### config.mk
export PLATFORM = sky130hd
export DESIGN_NAME = tag_fault_policy
export DESIGN_NICKNAME = d
export VERILOG_FILES = /design/src/rtl/tfp_pkg.sv /design/src/rtl/tfp_level_policy.sv /design/src/rtl/tfp_async_track.sv /design/src/rtl/tag_fault_policy.sv
export SDC_FILE = /design/constraint.sdc
export NUM_CORES = 1
export LEC_CHECK = 0
export BUFFER_PORTS_ARGS = -buffer_cell sky130_fd_sc_hd__buf_2
export CORE_AREA = 5 5 42 44
export CTS_BUF_LIST = sky130_fd_sc_hd__clkbuf_2
export DETAILED_ROUTE_END_ITERATION = 8
export DIE_AREA = 0 0 47 49
export PLACE_DENSITY = 0.66
export SETUP_SLACK_MARGIN = 0.05
export SLEW_MARGIN = 0
export SYNTH_ARGS = -nofsm -noshare
export SYNTH_HDL_FRONTEND = slang
export SYNTH_SLANG_ARGS = --single-unit
### constraint.sdc
create_clock -name clk -period 1.7 [get_ports clk]
set_input_delay 0.085 -clock clk [delete_from_list [all_inputs] [get_ports clk]]
set_output_delay 0.085 -clock clk [all_outputs]
set_load 0.02 [all_outputs]
### src/rtl/tfp_pkg.sv
package tfp_pkg;

  typedef enum logic [1:0] {
    CHK_IGNORE = 2'b00,
    CHK_SYNC   = 2'b01,
    CHK_ASYNC  = 2'b10,
    CHK_SPLIT  = 2'b11
  } chk_mode_e;

  localparam int unsigned NUM_LEVELS = 2;

  typedef struct packed {
    logic      tag_en;
    logic      store_only;
    chk_mode_e mode;
  } lvl_ctrl_t;

endpackage

### src/rtl/tfp_level_policy.sv
module tfp_level_policy
  import tfp_pkg::*;
#(
  parameter bit ASYM_EN    = 1'b1,
  parameter bit HOST_GATED = 1'b0
) (
  input  logic      clk,
  input  logic      rst,
  input  logic      sel,
  input  logic      is_store,
  input  logic      mismatch,
  input  lvl_ctrl_t ctrl,
  input  logic      host_mode,
  output logic      sync_hit,
  output logic      async_hit
);

  chk_mode_e eff_mode;
  logic      checked;
  logic      hit;

  always_comb begin
    eff_mode = ctrl.mode;
    if (!ASYM_EN && ctrl.mode == CHK_SPLIT) eff_mode = CHK_IGNORE;
  end

  assign checked = sel && ctrl.tag_en && (is_store || !ctrl.store_only)
                   && !(HOST_GATED && host_mode);
  assign hit = checked && mismatch;

  always_comb begin
    sync_hit  = 1'b0;
    async_hit = 1'b0;
    unique case (eff_mode)
      CHK_SYNC:  sync_hit  = hit;
      CHK_ASYNC: async_hit = hit;
      CHK_SPLIT: begin
        sync_hit  = hit && !is_store;
        async_hit = hit && is_store;
      end
      default: ;
    endcase
  end

  assert_tag_off_quiet_R5: assert property (@(posedge clk) disable iff (rst)
    !ctrl.tag_en |-> !(sync_hit || async_hit));

  assert_store_only_loads_R6: assert property (@(posedge clk) disable iff (rst)
    (ctrl.store_only && !is_store) |-> !(sync_hit || async_hit));

  assert_no_mismatch_quiet_R12: assert property (@(posedge clk) disable iff (rst)
    !mismatch |-> !(sync_hit || async_hit));

  generate
    if (!ASYM_EN) begin : g_no_split
      assert_split_folded_R4: assert property (@(posedge clk) disable iff (rst)
        (ctrl.mode == CHK_SPLIT) |-> !(sync_hit || async_hit));
    end
  endgenerate

endmodule

### src/rtl/tfp_async_track.sv
module tfp_async_track #(
  parameter int unsigned DRAIN_CYCLES = 4
) (
  input  logic clk,
  input  logic rst,
  input  logic fault_in,
  input  logic entry_sync,
  input  logic clr,
  output logic flag
);

  localparam int unsigned CW = (DRAIN_CYCLES > 2) ? $clog2(DRAIN_CYCLES) : 1;
  localparam logic [CW-1:0] LOAD = CW'(DRAIN_CYCLES - 1);

  logic          pend;
  logic [CW-1:0] cnt;
  logic          expire;
  logic          commit;

  assign expire = pend && (cnt == '0);
  assign commit = entry_sync ? (pend || fault_in) : expire;

  always_ff @(posedge clk) begin
    if (rst) begin
      flag <= 1'b0;
      pend <= 1'b0;
      cnt  <= '0;
    end else begin
      if (commit)   flag <= 1'b1;
      else if (clr) flag <= 1'b0;

      if (entry_sync) begin
        pend <= 1'b0;
        cnt  <= '0;
      end else if (pend) begin
        if (expire) begin
          pend <= fault_in;
          cnt  <= LOAD;
        end else begin
          cnt <= cnt - 1'b1;
        end
      end else if (fault_in) begin
        pend <= 1'b1;
        cnt  <= LOAD;
      end
    end
  end

  assert_flag_sticky_R11: assert property (@(posedge clk) disable iff (rst)
    (flag && !clr) |=> flag);

  assert_entry_commit_R10: assert property (@(posedge clk) disable iff (rst)
    (entry_sync && fault_in) |=> flag);

  assert_flag_needs_source_R9: assert property (@(posedge clk) disable iff (rst)
    (!flag && !pend && !fault_in) |=> !flag);

endmodule

### src/rtl/tag_fault_policy.sv
module tag_fault_policy
  import tfp_pkg::*;
#(
  parameter bit          ASYM_EN      = 1'b1,
  parameter int unsigned DRAIN_CYCLES = 4
) (
  input  logic       clk,
  input  logic       rst,
  input  logic       acc_valid,
  input  logic       acc_is_store,
  input  logic       acc_priv,
  input  logic       tag_mismatch,
  input  logic [1:0] lvl0_fault_mode,
  input  logic       lvl0_tag_en,
  input  logic       lvl0_store_only,
  input  logic [1:0] lvl1_fault_mode,
  input  logic       lvl1_tag_en,
  input  logic       lvl1_store_only,
  input  logic       host_flag0,
  input  logic       host_flag1,
  input  logic       entry_sync_en,
  input  logic       entry_pulse,
  input  logic       clr_l0,
  input  logic       clr_l1,
  output logic       sync_fault,
  output logic       async_flag_l0,
  output logic       async_flag_l1
);

  lvl_ctrl_t                 ctrl     [NUM_LEVELS];
  logic [NUM_LEVELS-1:0]     sync_hit;
  logic [NUM_LEVELS-1:0]     async_hit;
  logic [NUM_LEVELS-1:0]     clr_vec;
  logic [NUM_LEVELS-1:0]     flags;
  logic                      host_mode;
  logic                      entry_sync;

  assign host_mode  = host_flag0 && host_flag1;
  assign entry_sync = entry_pulse && entry_sync_en;
  assign clr_vec    = {clr_l1, clr_l0};

  assign ctrl[0] = '{tag_en: lvl0_tag_en, store_only: lvl0_store_only,
                     mode: chk_mode_e'(lvl0_fault_mode)};
  assign ctrl[1] = '{tag_en: lvl1_tag_en, store_only: lvl1_store_only,
                     mode: chk_mode_e'(lvl1_fault_mode)};

  generate
    for (genvar g = 0; g < NUM_LEVELS; g++) begin : g_lvl
      tfp_level_policy #(
        .ASYM_EN    (ASYM_EN),
        .HOST_GATED (g == 0)
      ) u_policy (
        .clk       (clk),
        .rst       (rst),
        .sel       (acc_valid && (acc_priv == 1'(g))),
        .is_store  (acc_is_store),
        .mismatch  (tag_mismatch),
        .ctrl      (ctrl[g]),
        .host_mode (host_mode),
        .sync_hit  (sync_hit[g]),
        .async_hit (async_hit[g])
      );

      tfp_async_track #(
        .DRAIN_CYCLES (DRAIN_CYCLES)
      ) u_track (
        .clk        (clk),
        .rst        (rst),
        .fault_in   (async_hit[g]),
        .entry_sync (entry_sync),
        .clr        (clr_vec[g]),
        .flag       (flags[g])
      );
    end
  endgenerate

  always_ff @(posedge clk) begin
    if (rst) sync_fault <= 1'b0;
    else     sync_fault <= |sync_hit;
  end

  assign async_flag_l0 = flags[0];
  assign async_flag_l1 = flags[1];

  assert_sync_needs_access_R8: assert property (@(posedge clk) disable iff (rst)
    sync_fault |-> $past(acc_valid && tag_mismatch));

  assert_host_l0_quiet_R7: assert property (@(posedge clk) disable iff (rst)
    (acc_valid && !acc_priv && host_mode) |=> !sync_fault);

  assert_one_level_hit_R2: assert property (@(posedge clk) disable iff (rst)
    $onehot0(sync_hit | async_hit));

endmodule

## Word-level counts from Yosys, hierarchy flattened

Index checks and enable logic that the tools add are counted.

- Bitwise logic cells: 1
- Reduce and logical (&&, ||, !) cells: 33
- Add/sub/neg operators: 2
- Equality and inequality tests: 6
- Mux-type cells: 22

Operators with widths:

| operator | count |
|---|---|
| $logic_and 1x1->1 | 17 |
| $mux 1 | 12 |
| $mux 2 | 6 |
| $eq 2x2->1 const B | 4 |
| $pmux 1 s2 | 4 |
| $reduce_bool 2->1 | 4 |
| $eq 2x1->1 const B | 2 |
| $logic_not 1->1 | 4 |
| $logic_not 2->1 | 2 |
| $logic_or 1x1->1 | 4 |
| $reduce_or 2->1 | 2 |
| $sub 2x1->2 const B | 2 |
| $not 1->1 | 1 |

- Bits in registers: 9
- Output and inout port bits: 3
- Logic and storage cells: 71
- Bits of input ports: 20

## Longest topological paths before layout

Gate-level depths: netlist of run 1.

- Depth in word-level cells: 11
- Gate-level depth with buffers: 5
- Mapped depth without buffers: 5

## Modules after synthesis

Synthesis of run 1 repeated with hierarchy kept, for this count alone.

- Cells, all modules: 54
- Area, all modules: 510.5 µm²

Modules (own cells, without submodules):

| module | sequential area each (µm²) | cells an instance | area each (µm²) | times used |
|---|---|---|---|---|
| tfp_async_track | 80.1 | 18 | 173.9 | 2 |
| tfp_level_policy (g_lvl[0].u_policy) | 0.0 | 7 | 71.3 | 1 |
| tag_fault_policy | 20.0 | 6 | 55.1 | 1 |
| tfp_level_policy (g_lvl[1].u_policy) | 0.0 | 5 | 36.3 | 1 |

## Worst setup path after synthesis of run 1

Ideal clock, no wire load.

- Kind: reg-to-reg
- Start: register g_lvl[0].u_track.cnt[0]
- End: register g_lvl[0].u_track.cnt[1]
- Setup slack: 755 ps
- Clock period less this slack: 945 ps
- Stages on the path, launching flop included: 4
- Library setup time: 95 ps
- Required time: 1605 ps
- Buffers on the path: 0
- Data arrival time: 850 ps
- Path through: dfxtp_1 inv_1 ha_1 a221oi_1

- Cells in the longest elaborated chain, start to end: 4
- Elaborated cells between the ends (all ways): 5
- Those cells by class: add/sub (1); mux (2); reduce/logical (2)

RTL lines:

| what | RTL line | text |
|---|---|---|
| start, declared | tfp_async_track.sv:16 | `logic [CW-1:0] cnt;` |
| start signal, assigned | tfp_async_track.sv:40 | `cnt <= cnt - 1'b1;` |
| parallel branches: the longest is 2 deep, another holds $sub 2x1->2 | n/a |  |
| $mux 2 * | tfp_async_track.sv:36 | `if (expire) begin` |
| $mux 2 * | tfp_async_track.sv:35 | `end else if (pend) begin` |

Mark *: on every way between the ends.
A chain may end at the register's enable or synchronous reset.

## Worst setup path in the final report of run 1

Same ends and word-level chain as after synthesis.

==> results of run 1 <==
-- worst max-delay path, delay by kind of cell, from the launching register on --
kind / cells / cell delay, ns
AO/OA/AOI/OAI: 1 / 0.28
adder cells (fa/ha/maj): 1 / 0.28
buffers and inverters: 1 / 0.06
flip-flops: 1 / 0.34
-- cells in the final DEF, fill, tap and decap left out --
cell,count
buf_2,22
dfxtp_1,9
inv_1,7
a21oi_1,6
nor2_1,4
clkbuf_2,4
a211oi_1,3
nand4_1,2
o211ai_1,2
nor2b_1,2
nand2_1,2
nand3_1,2
nor3_1,2
ha_1,2
inv_2,1
nand4b_1,1
a21o_1,1
and2b_1,1
a2111oi_4,1
a22oi_1,1
a21boi_0,1
a221oi_1,1
nand2b_1,1
a31oi_1,1
a311oi_1,1
-- per-stage QoR --
stage / instance area, sq um / hold slack (ns) / total power, mW / utilization / worst slack, ns
after floorplan: 467 / 0.154 / 0.239 / - / 0.755
after global placement: 597 / 0.315 / 0.270 / 0.426 / 0.576
after detailed placement: 597 / 0.312 / 0.271 / 0.426 / 0.438
after CTS: 617 / 0.0379 / 0.408 / 0.440 / 0.620
after global routing: 617 / 0.0568 / 0.423 / 0.440 / 0.557
final: 617 / 0.0547 / 0.404 / 0.440 / 0.641
-- cell families after synthesis --
kind of cell / count (synthesis) / synth area share
compound gates: 18 / 0.303
simple gates: 17 / 0.193
buf+inv: 8 / 0.0643
fa+ha+maj: 2 / 0.0536
flops: 9 / 0.386
-- worst min-delay path by stage --
stage	to	startpoint	cells past startpoint
2_1_floorplan	g_lvl[1].u_track.flag	rst	1
3_3_place_gp	g_lvl[1].u_track.flag	rst	2
3_5_place_dp	g_lvl[1].u_track.flag	rst	2
4_1_cts	g_lvl[1].u_track.flag	rst	2
5_1_grt	g_lvl[1].u_track.flag	rst	2
6_report	g_lvl[1].u_track.flag	rst	2
-- layer usage --
metal | wire, um | vias up
met5 | 0 | -
met4 | 17 | 0
met3 | 87 | 2
met2 | 506 | 20
met1 | 450 | 209
li1 | - | 251
-- power by group through the flow --
stage | Sequential (mW) | Clock (mW) | Combinational, mW
final | 0.214 | 0.138 | 0.0519
after global routing | 0.215 | 0.150 | 0.0580
after CTS | 0.214 | 0.141 | 0.0523
after detailed placement | 0.219 | 0 | 0.0522
after global placement | 0.219 | 0 | 0.0512
after floorplan | 0.220 | 0 | 0.0197
-- state kept, by name, summed over array words and instances (netlist names) --
register	count
sync_fault	1
g_lvl.u_track.flag	2
g_lvl.u_track.pend	2
g_lvl.u_track.cnt	4
-- cell type report --
class,instances,share of cell area
Timing Repair Buffer,22,0.178
Inverter,8,0.0487
Clock buffer,4,0.0325
Multi-Input combinational cell,37,0.416
Tap cell,16,0.0325
Sequential cell,9,0.292
==> results_dict.tcl, run 1 <==
set metrics [dict create \
    tritoncts "built" \
    grt_pass1_wl_um 1780 \
    combPwrFrac 0.129 \
    slew_viol_final 0 \
    cts_buffers 3 \
    critPathArrivalTime_ns 1.21 \
    gp_congestion 0.658 \
    ys_ff_latch 9 \
    min_period_ns 1.06 \
    synthToLayoutAreaGrowth_pct 32.2 \
    use_met3 0.0258 \
    p_sw_frac 0.256 \
    dieWidth_um 47 \
    io_pins 23 \
    hold_class "in2reg" \
    cap_viol_max_count 0 \
    first_pass_iters 3 \
    wl_per_cell_um 11.1 \
    p_clk_frac 0.341 \
    n_antenna_cell 0 \
    startpoint "g_lvl[0].u_track.cnt[0]" \
    worstRegToRegCells 3 \
    overflow 0 \
    seq_power_share 0.530 \
    setup_viol 0 \
    crit_type "reg2reg" \
    synth-edff-count 0 \
    fin_setup_tns_ns 0 \
    drive_gt1_frac 0.350 \
    ir_drop_v 0.000350 \
    core_area_sq_um 1400 \
    clkSlewWorstSetupHoldPaths_ns 0.09 \
    num_vias 482 \
    use_met2 0.154 \
    dp_hpwl_um 907 \
    critPathMaxFanout 2 \
    synth.yosys.seq_area_share 0.386 \
    skew_ns 0.00155 \
    cts_resized 0 \
    synthCells 54 \
    synth_area_leaders "dfxtp_1, a21oi_1, a2111oi_4" \
    reg2reg_from "g_lvl[0].u_track.cnt[0]" \
    yosysMostFrequentCell "dfxtp_1" \
    tightest_slew_ns 0.380 \
    final_cells 96 \
    detail-route-antenna-nets 0 \
    internal_power_uw 300 \
    antenna_found_initial 0 \
    p_leak_nw 0.265 \
    yosysTopAreaCell "dfxtp_1" \
    io_buffers 22 \
    status "completed" \
    grt_busiest_layer "met2" \
    start_kind "register" \
    post_synth_num_cell_types 23 \
    die_area_sq_um 2300 \
    clock-sinks 9 \
    clock_latency_ns 0.25 \
    grt_max_degree 8 \
    htree_levels 1 \
    start_util 0.333 \
    cts_buffer_depth 2 \
    ctsHoldBuffers 0 \
    drc 0 \
    drt-initial-drc-count 6 \
    worst_path_max_delay_cell "dfxtp_1" \
    rsz0062_at_grt "no" \
    slowest_delay_ns 0.34 \
    cts-root-buf "clkbuf_2" \
    worst-r2r-setup-slack_ns 0.64 \
    synth_area_sq_um 467 \
    cts_setup_buffers 0 \
    fp.dieH_um 49 \
    p_sw_uw 103 \
    synth_top_area_frac 0.386 \
    synth_top_flop_cell "dfxtp_1" \
    multi_input_area_sq_um 256 \
    fillerInstances 156 \
    cp.required_ns 1.85 \
    async_flop_share 0 \
    fmax_ghz 0.944 \
    nNetsFinal 103 \
    num_rows 14 \
    use_met1 0.131 \
    path_cells "inv_1 > ha_1 > a221oi_1" \
    fin_crit_sh 0.623 \
    syn_area_per_cell_sq_um 8.64 \
    avgViaCountPerCell 5.02 \
    power.density_nw_per_um2 655 \
    grt_pass1_vias 466 \
    relSlewSlack 0.745 \
    seqCellArea_sq_um 180 \
    hold_viol_final 0 \
    end_kind "register" \
    r2r_end "g_lvl[0].u_track.cnt[1]" \
    synth_warnings 0 \
    synth_fp_nets 76 \
    gr-usage-all-layers 0.109 \
    critical_path.endpoint "g_lvl[0].u_track.cnt[1]" \
    synth.top_cells.by_count "dfxtp_1, inv_1, a21oi_1" \
    dp_cells 92 \
    wl_um 1060 \
]
Power figures use the tool's default switching activity.
==> run 2: changes to the inputs <==
--- a/config.mk
+++ b/config.mk
@@ -5,12 +5,13 @@
 export SDC_FILE = /design/constraint.sdc
 export NUM_CORES = 1
 export LEC_CHECK = 0
+export ABC_AREA = 1
 export BUFFER_PORTS_ARGS = -buffer_cell sky130_fd_sc_hd__buf_2
 export CORE_AREA = 5 5 42 44
 export CTS_BUF_LIST = sky130_fd_sc_hd__clkbuf_2
 export DETAILED_ROUTE_END_ITERATION = 8
 export DIE_AREA = 0 0 47 49
-export PLACE_DENSITY = 0.66
+export PLACE_DENSITY = 0.69
 export SETUP_SLACK_MARGIN = 0.05
 export SLEW_MARGIN = 0
 export SYNTH_ARGS = -nofsm -noshare
==> constraint.sdc (replaced) <==
create_clock -name clk -period 1.1 [get_ports clk]
set_input_delay 0.055 -clock clk [delete_from_list [all_inputs] [get_ports clk]]
set_output_delay 0.055 -clock clk [all_outputs]
set_load 0.02 [all_outputs]
==> run 2 against run 1 <==
Net effect:
- sequential cell count unchanged
- largest cell class unchanged
- sequential share of layout area down 2.0 points
- final cell count up 21%
- power up 57%
- sequential power up 54%
==> results_dict.tcl, run 2 <==
set metrics [dict create \
    hold_class "in2reg" \
    synth_area_sq_um 502 \
    final_cell_mix "buf_2, inv_1, nand2_1" \
    worst-r2r-setup-slack_ns 0.14 \
    slew_viol_final 0 \
    syn_area_per_cell_sq_um 6.87 \
    power.density_nw_per_um2 945 \
    gp_congestion 0.774 \
    detail-route-antenna-nets 0 \
    antenna_found_initial 0 \
    rsz0062_at_grt "yes" \
    layout_commonest_cell "buf_2" \
    fin_ws_ns 0.108 \
    nNetsFinal 123 \
    first_pass_iters 3 \
    dp_hpwl_um 954 \
    cts-root-buf "clkbuf_2" \
    fillerInstances 155 \
    relSlewSlack 0.861 \
    min_path_cells 4 \
    drc 0 \
    path_cells "dlygate4sd3_1 > buf_2 > inv_1 > nand2_4 > a31oi_1 > o21ai_1 > inv_1" \
    cts_buffer_depth 2 \
    io_buffers 22 \
    gr-usage-all-layers 0.112 \
    worst_path_max_delay_cell "dlygate4sd3_1" \
    synth_warnings 0 \
    clock-sinks 9 \
    fin_crit_sh 0.901 \
    status "completed" \
    largest_reg_flops 4 \
    yosysTopAreaCell "dfxtp_1" \
    crit_type "in2reg" \
    critPathArrivalTime_ns 1.17 \
    post_synth_num_cell_types 15 \
    ir_drop_v 0.000524 \
    dp_slack_ns 0.107 \
    r2r_end "g_lvl[1].u_track.cnt[1]" \
    largestRegisters "g_lvl.u_track.cnt: 4 flops, g_lvl.u_track.flag: 2 flops, g_lvl.u_track.pend: 2 flops" \
    synth_fp_nets 95 \
    grt_max_degree 7 \
    synth_top_flop_cell "dfxtp_1" \
    hold_viol_final 0 \
    dieWidth_um 47 \
    cap_viol_max_count 0 \
    io_pins 23 \
    grt_pass1_vias 518 \
    clock_latency_ns 0.24 \
    end_kind "register" \
    cts_buffers 3 \
    fmax_ghz 1.01 \
    synth.yosys.seq_area_share 0.359 \
    n_antenna_cell 0 \
    overflow 0 \
    clkSlewWorstSetupHoldPaths_ns 0.10 \
    synthToLayoutAreaGrowth_pct 33.9 \
    p_total_uw 635 \
    cp_common_cell "inv_1" \
    wl_um 1130 \
    setup_viol 0 \
    slowest_delay_ns 0.54 \
    async_flop_share 0 \
    num_rows 14 \
    ys_ff_latch 9 \
    startpoint "rst" \
    drt-initial-drc-count 4 \
    hp-start "clr_l1" \
    reg2reg_from "g_lvl[1].u_track.cnt[0]" \
    top_register "g_lvl.u_track.cnt" \
    use_met1 0.108 \
    start_util 0.358 \
    worstRegToRegCells 5 \
    use_met2 0.204 \
    min_period_ns 0.992 \
    wl_per_cell_um 9.78 \
    avgViaCountPerCell 4.49 \
    synth-edff-count 0 \
    synthCells 73 \
    grt_busiest_layer "met2" \
    die_area_sq_um 2300 \
    synth_top_area_frac 0.359 \
    yosysMostFrequentCell "inv_1" \
    use_met3 0.0590 \
    start_kind "primary input" \
    synth_area_leaders "dfxtp_1, inv_1, nand2_1" \
    drive_gt1_frac 0.380 \
    tightest_slew_ns 0.208 \
    fp.dieH_um 49 \
    hold_end "g_lvl[1].u_track.flag" \
    critPathMaxFanout 6 \
    synth.top_cells.by_count "inv_1, nand2_1, dfxtp_1" \
    num_vias 521 \
    tritoncts "built" \
    cp.required_ns 1.28 \
    core_area_sq_um 1400 \
    p_leak_nw 0.365 \
    htree_levels 1 \
    grt_pass1_wl_um 1920 \
    skew_ns 0.00749 \
]
==> run 2: changes by cell type in the layout (fill, tap and decap cells not counted), sizes merged, moves of 2 or more <==
cell	delta
nand2	+17
inv	+11
o21ai	+5
a211oi	-3
a21oi	+3
nor2b	-2
nor3	-2
o211ai	-2
==> run 2: routing by layer <==
metal / wire length (um) / vias up
li1: - / 280
met1: 430 / 232
met2: 634 / 7
met3: 60 / 2
met4: 9 / 0
met5: 0 / -
==> run 2: worst max-delay path: cells and delay by family <==
family / cells / cell delay (ns)
AO/OA/AOI/OAI: 2 / 0.22
buffers and inverters: 4 / 0.83
AND/OR/NAND/NOR: 1 / 0.08
==> run 2: what timing repair did <==
| item | CTS | global route |
|---|---|---|
| resized for setup | 0 | 6 |
| hold buffers | 1 | 0 |
| buffers inserted | 0 | 0 |
| setup endpoints to repair | 0 | 6 |
| endpoints found under the hold margin | 1 | 0 |
==> run 2: report_power, final <==
| part | switching (mW) | leakage (nW) | total, mW | internal, mW |
|---|---|---|---|---|
| Combinational | 0.0490 | 0.275 | 0.0946 | 0.0456 |
| Clock | 0.113 | 0.0166 | 0.210 | 0.0967 |
| Sequential | 0.00156 | 0.0736 | 0.330 | 0.329 |
| Total | 0.164 | 0.365 | 0.635 | 0.471 |
==> run 2: cell type report <==
class | instances | area, sq um | share of cell area
multi-input combinational | 45 | 258 | 0.384
sequential | 9 | 183 | 0.272
timing repair buffer | 23 | 120 | 0.179
inverter | 19 | 71.3 | 0.106
clock buffer | 4 | 20.0 | 0.0298
tap | 16 | 20.0 | 0.0298
==> run 2: metrics by stage <==
stage                     setup TNS, ns  instance area (sq um)  hold WS [ns]  cells  utilization
after CTS                             0                    662        0.0453    116        0.472
final                                 0                    672        0.0540    116        0.479
after global routing           -0.00838                    672        0.0622    116        0.479
after floorplan                       0                    502         0.117     73            -
after detailed placement              0                    632         0.271    111        0.451
after global placement                0                    632         0.264    111        0.451
==> run 2: worst max path at each step <==
stage	to	slack [ns]
after global routing	g_lvl[1].u_track.flag	-0.008
final	g_lvl[1].u_track.cnt[0]	0.11
after CTS	g_lvl[1].u_track.cnt[0]	0.06
after global placement	g_lvl[1].u_track.cnt[1]	0.13
after floorplan	g_lvl[1].u_track.cnt[1]	0.17
after detailed placement	g_lvl[0].u_track.flag	0.11
==> run 2: logic make-up after synthesis <==
| logic type | count (synthesis) | share of synthesized area |
|---|---|---|
| flip-flops | 9 | 0.359 |
| AND/OR/NAND/NOR | 26 | 0.234 |
| AO/OA/AOI/OAI | 17 | 0.214 |
| adder cells (fa/ha/maj) | 2 | 0.0499 |
| buffers and inverters | 19 | 0.142 |
==> run 3: changes to the inputs <==
==> constraint.sdc (replaced) <==
create_clock -name clk -period 1.25 [get_ports clk]
set_input_delay 0.0625 -clock clk [delete_from_list [all_inputs] [get_ports clk]]
set_output_delay 0.0625 -clock clk [all_outputs]
set_load 0.02 [all_outputs]
==> run 3 against run 2 <==
Net effect:
- utilization is 0.71 points lower
- setup slack better by 0.086 ns
- global-route usage rose by 0.21 points
- critical path depth is the same
- highest routed layer unchanged
- largest power group unchanged
==> results_dict.tcl, run 3 (synthesis results as in run 2) <==
set metrics [dict create \
    die_area_sq_um 2300 \
    dieWidth_um 47 \
    fin_setup_tns_ns 0 \
    cts_resized 0 \
    rsz0062_at_grt "no" \
    slowest_delay_ns 0.54 \
    first_pass_iters 4 \
    cp.required_ns 1.45 \
    gr-usage-all-layers 0.114 \
    drive_gt1_frac 0.350 \
    grt_pass1_vias 522 \
    hold_class "in2reg" \
    largestRegisters "g_lvl.u_track.cnt: 4 flops, g_lvl.u_track.flag: 2 flops, g_lvl.u_track.pend: 2 flops" \
    dp_cells 111 \
    power.density_nw_per_um2 858 \
    min_period_ns 1.06 \
    ir_drop_v 0.000394 \
    io_pins 23 \
    htree_levels 1 \
    end_kind "register" \
    clkSlewWorstSetupHoldPaths_ns 0.09 \
    final_core_util 0.472 \
    path_cells "dlygate4sd3_1 > buf_2 > inv_1 > nand2_1 > a31oi_1 > o21ai_0 > inv_1" \
    placed_cell_area_sq_um 632 \
    antenna_found_initial 0 \
    n_antenna_cell 0 \
    cts_buffers 3 \
    final_cells 116 \
    drc 0 \
    cts_buffer_depth 2 \
    gp_congestion 0.775 \
    crit_family "buffers and inverters" \
    critPathMaxFanout 6 \
    dp_hpwl_um 955 \
    fp.dieH_um 49 \
    critPathArrivalTime_ns 1.26 \
    top_register "g_lvl.u_track.cnt" \
    fillerInstances 157 \
    detail-route-antenna-nets 0 \
    tritoncts "built" \
    io_buffers 22 \
    skew_ns 0.00697 \
    start_kind "primary input" \
    wl_per_cell_um 10.1 \
    relSlewSlack 0.852 \
    cts-root-buf "clkbuf_2" \
    hold_viol_final 0 \
    layout_commonest_cell "buf_2" \
    path_buf_inv 4 \
    avgViaCountPerCell 4.63 \
    setup_viol 0 \
    core_area_sq_um 1400 \
    overflow 0 \
    nNetsFinal 123 \
    fin_crit_sh 0.844 \
    slew_viol_final 0 \
    synthToLayoutAreaGrowth_pct 31.9 \
    clock_latency_ns 0.26 \
    tightest_slew_ns 0.222 \
    cp_common_cell "inv_1" \
    fmax_ghz 0.948 \
    grt_max_degree 7 \
    num_rows 14 \
    status "completed" \
    final_area_sq_um 662 \
    final_cell_mix "buf_2, inv_1, nand2_1" \
    wl_um 1170 \
    worst_path_max_delay_cell "dlygate4sd3_1" \
    num_vias 537 \
    grt_pass1_wl_um 1900 \
    clock-sinks 9 \
    fin_ws_ns 0.195 \
    drt-initial-drc-count 3 \
    start_util 0.358 \
    cap_viol_max_count 0 \
    largest_reg_flops 4 \
    dp_slack_ns 0.257 \
    crit_type "in2reg" \
    p_leak_nw 0.361 \
]
[run 3: cell counts in the layout (fill, tap and decap cells not counted)]
No cell type changed its count.
[run 3: routing by layer]
metal,global-route usage,up-vias,part of all wire
li1,-,281,-
met1,0.106,242,0.38
met2,0.199,10,0.55
met3,0.0480,4,0.051
met4,0.0553,0,0.020
met5,0,-,0
[run 3: per-stage QoR]
step / total power, mW / hold WS (ns)
2_1_floorplan: 0.334 / 0.125
6_report: 0.568 / 0.0519
5_1_grt: 0.606 / 0.0555
4_1_cts: 0.575 / 0.0428
3_5_place_dp: 0.375 / 0.280
3_3_place_gp: 0.372 / 0.271
[run 3: layout make-up]
cell class | count | area, sq um | share of cell area
Multi-Input combinational cell | 45 | 250 | 0.378
Timing Repair Buffer | 23 | 120 | 0.181
Inverter | 19 | 71.3 | 0.108
Clock buffer | 4 | 20.0 | 0.0302
Sequential cell | 9 | 180 | 0.272
Tap cell | 16 | 20.0 | 0.0302
[run 3: worst paths after layout]
check        slack [ns]                 endpoint               startpoint  cells after the start
max                0.19  g_lvl[1].u_track.cnt[0]                      rst                      7
min reg2reg        0.47    g_lvl[1].u_track.flag    g_lvl[1].u_track.flag                      2
max reg2reg        0.22  g_lvl[1].u_track.cnt[1]  g_lvl[1].u_track.cnt[0]                      5
min                0.05    g_lvl[1].u_track.flag                   clr_l1                      4
[run 3: tightest hold or removal path, delay by kind of cell]
kind / cells / cell delay (ns)
simple gates: 1 / 0.04
buf+inv: 2 / 0.10
compound gates: 1 / 0.05
[run 3: where the power goes]
part | total [mW] | internal, mW | switching [mW]
logic | 0.0806 | 0.0387 | 0.0418
registers | 0.291 | 0.289 | 0.00140
clock network | 0.197 | 0.0849 | 0.112
total | 0.568 | 0.413 | 0.155
[run 3: repair_timing]
action / 4_1_cts / 5_1_grt
endpoints found under the hold margin: 1 / 0
buffers inserted: 0 / 0
hold buffers: 1 / 0
endpoints found under the setup margin: 0 / 0
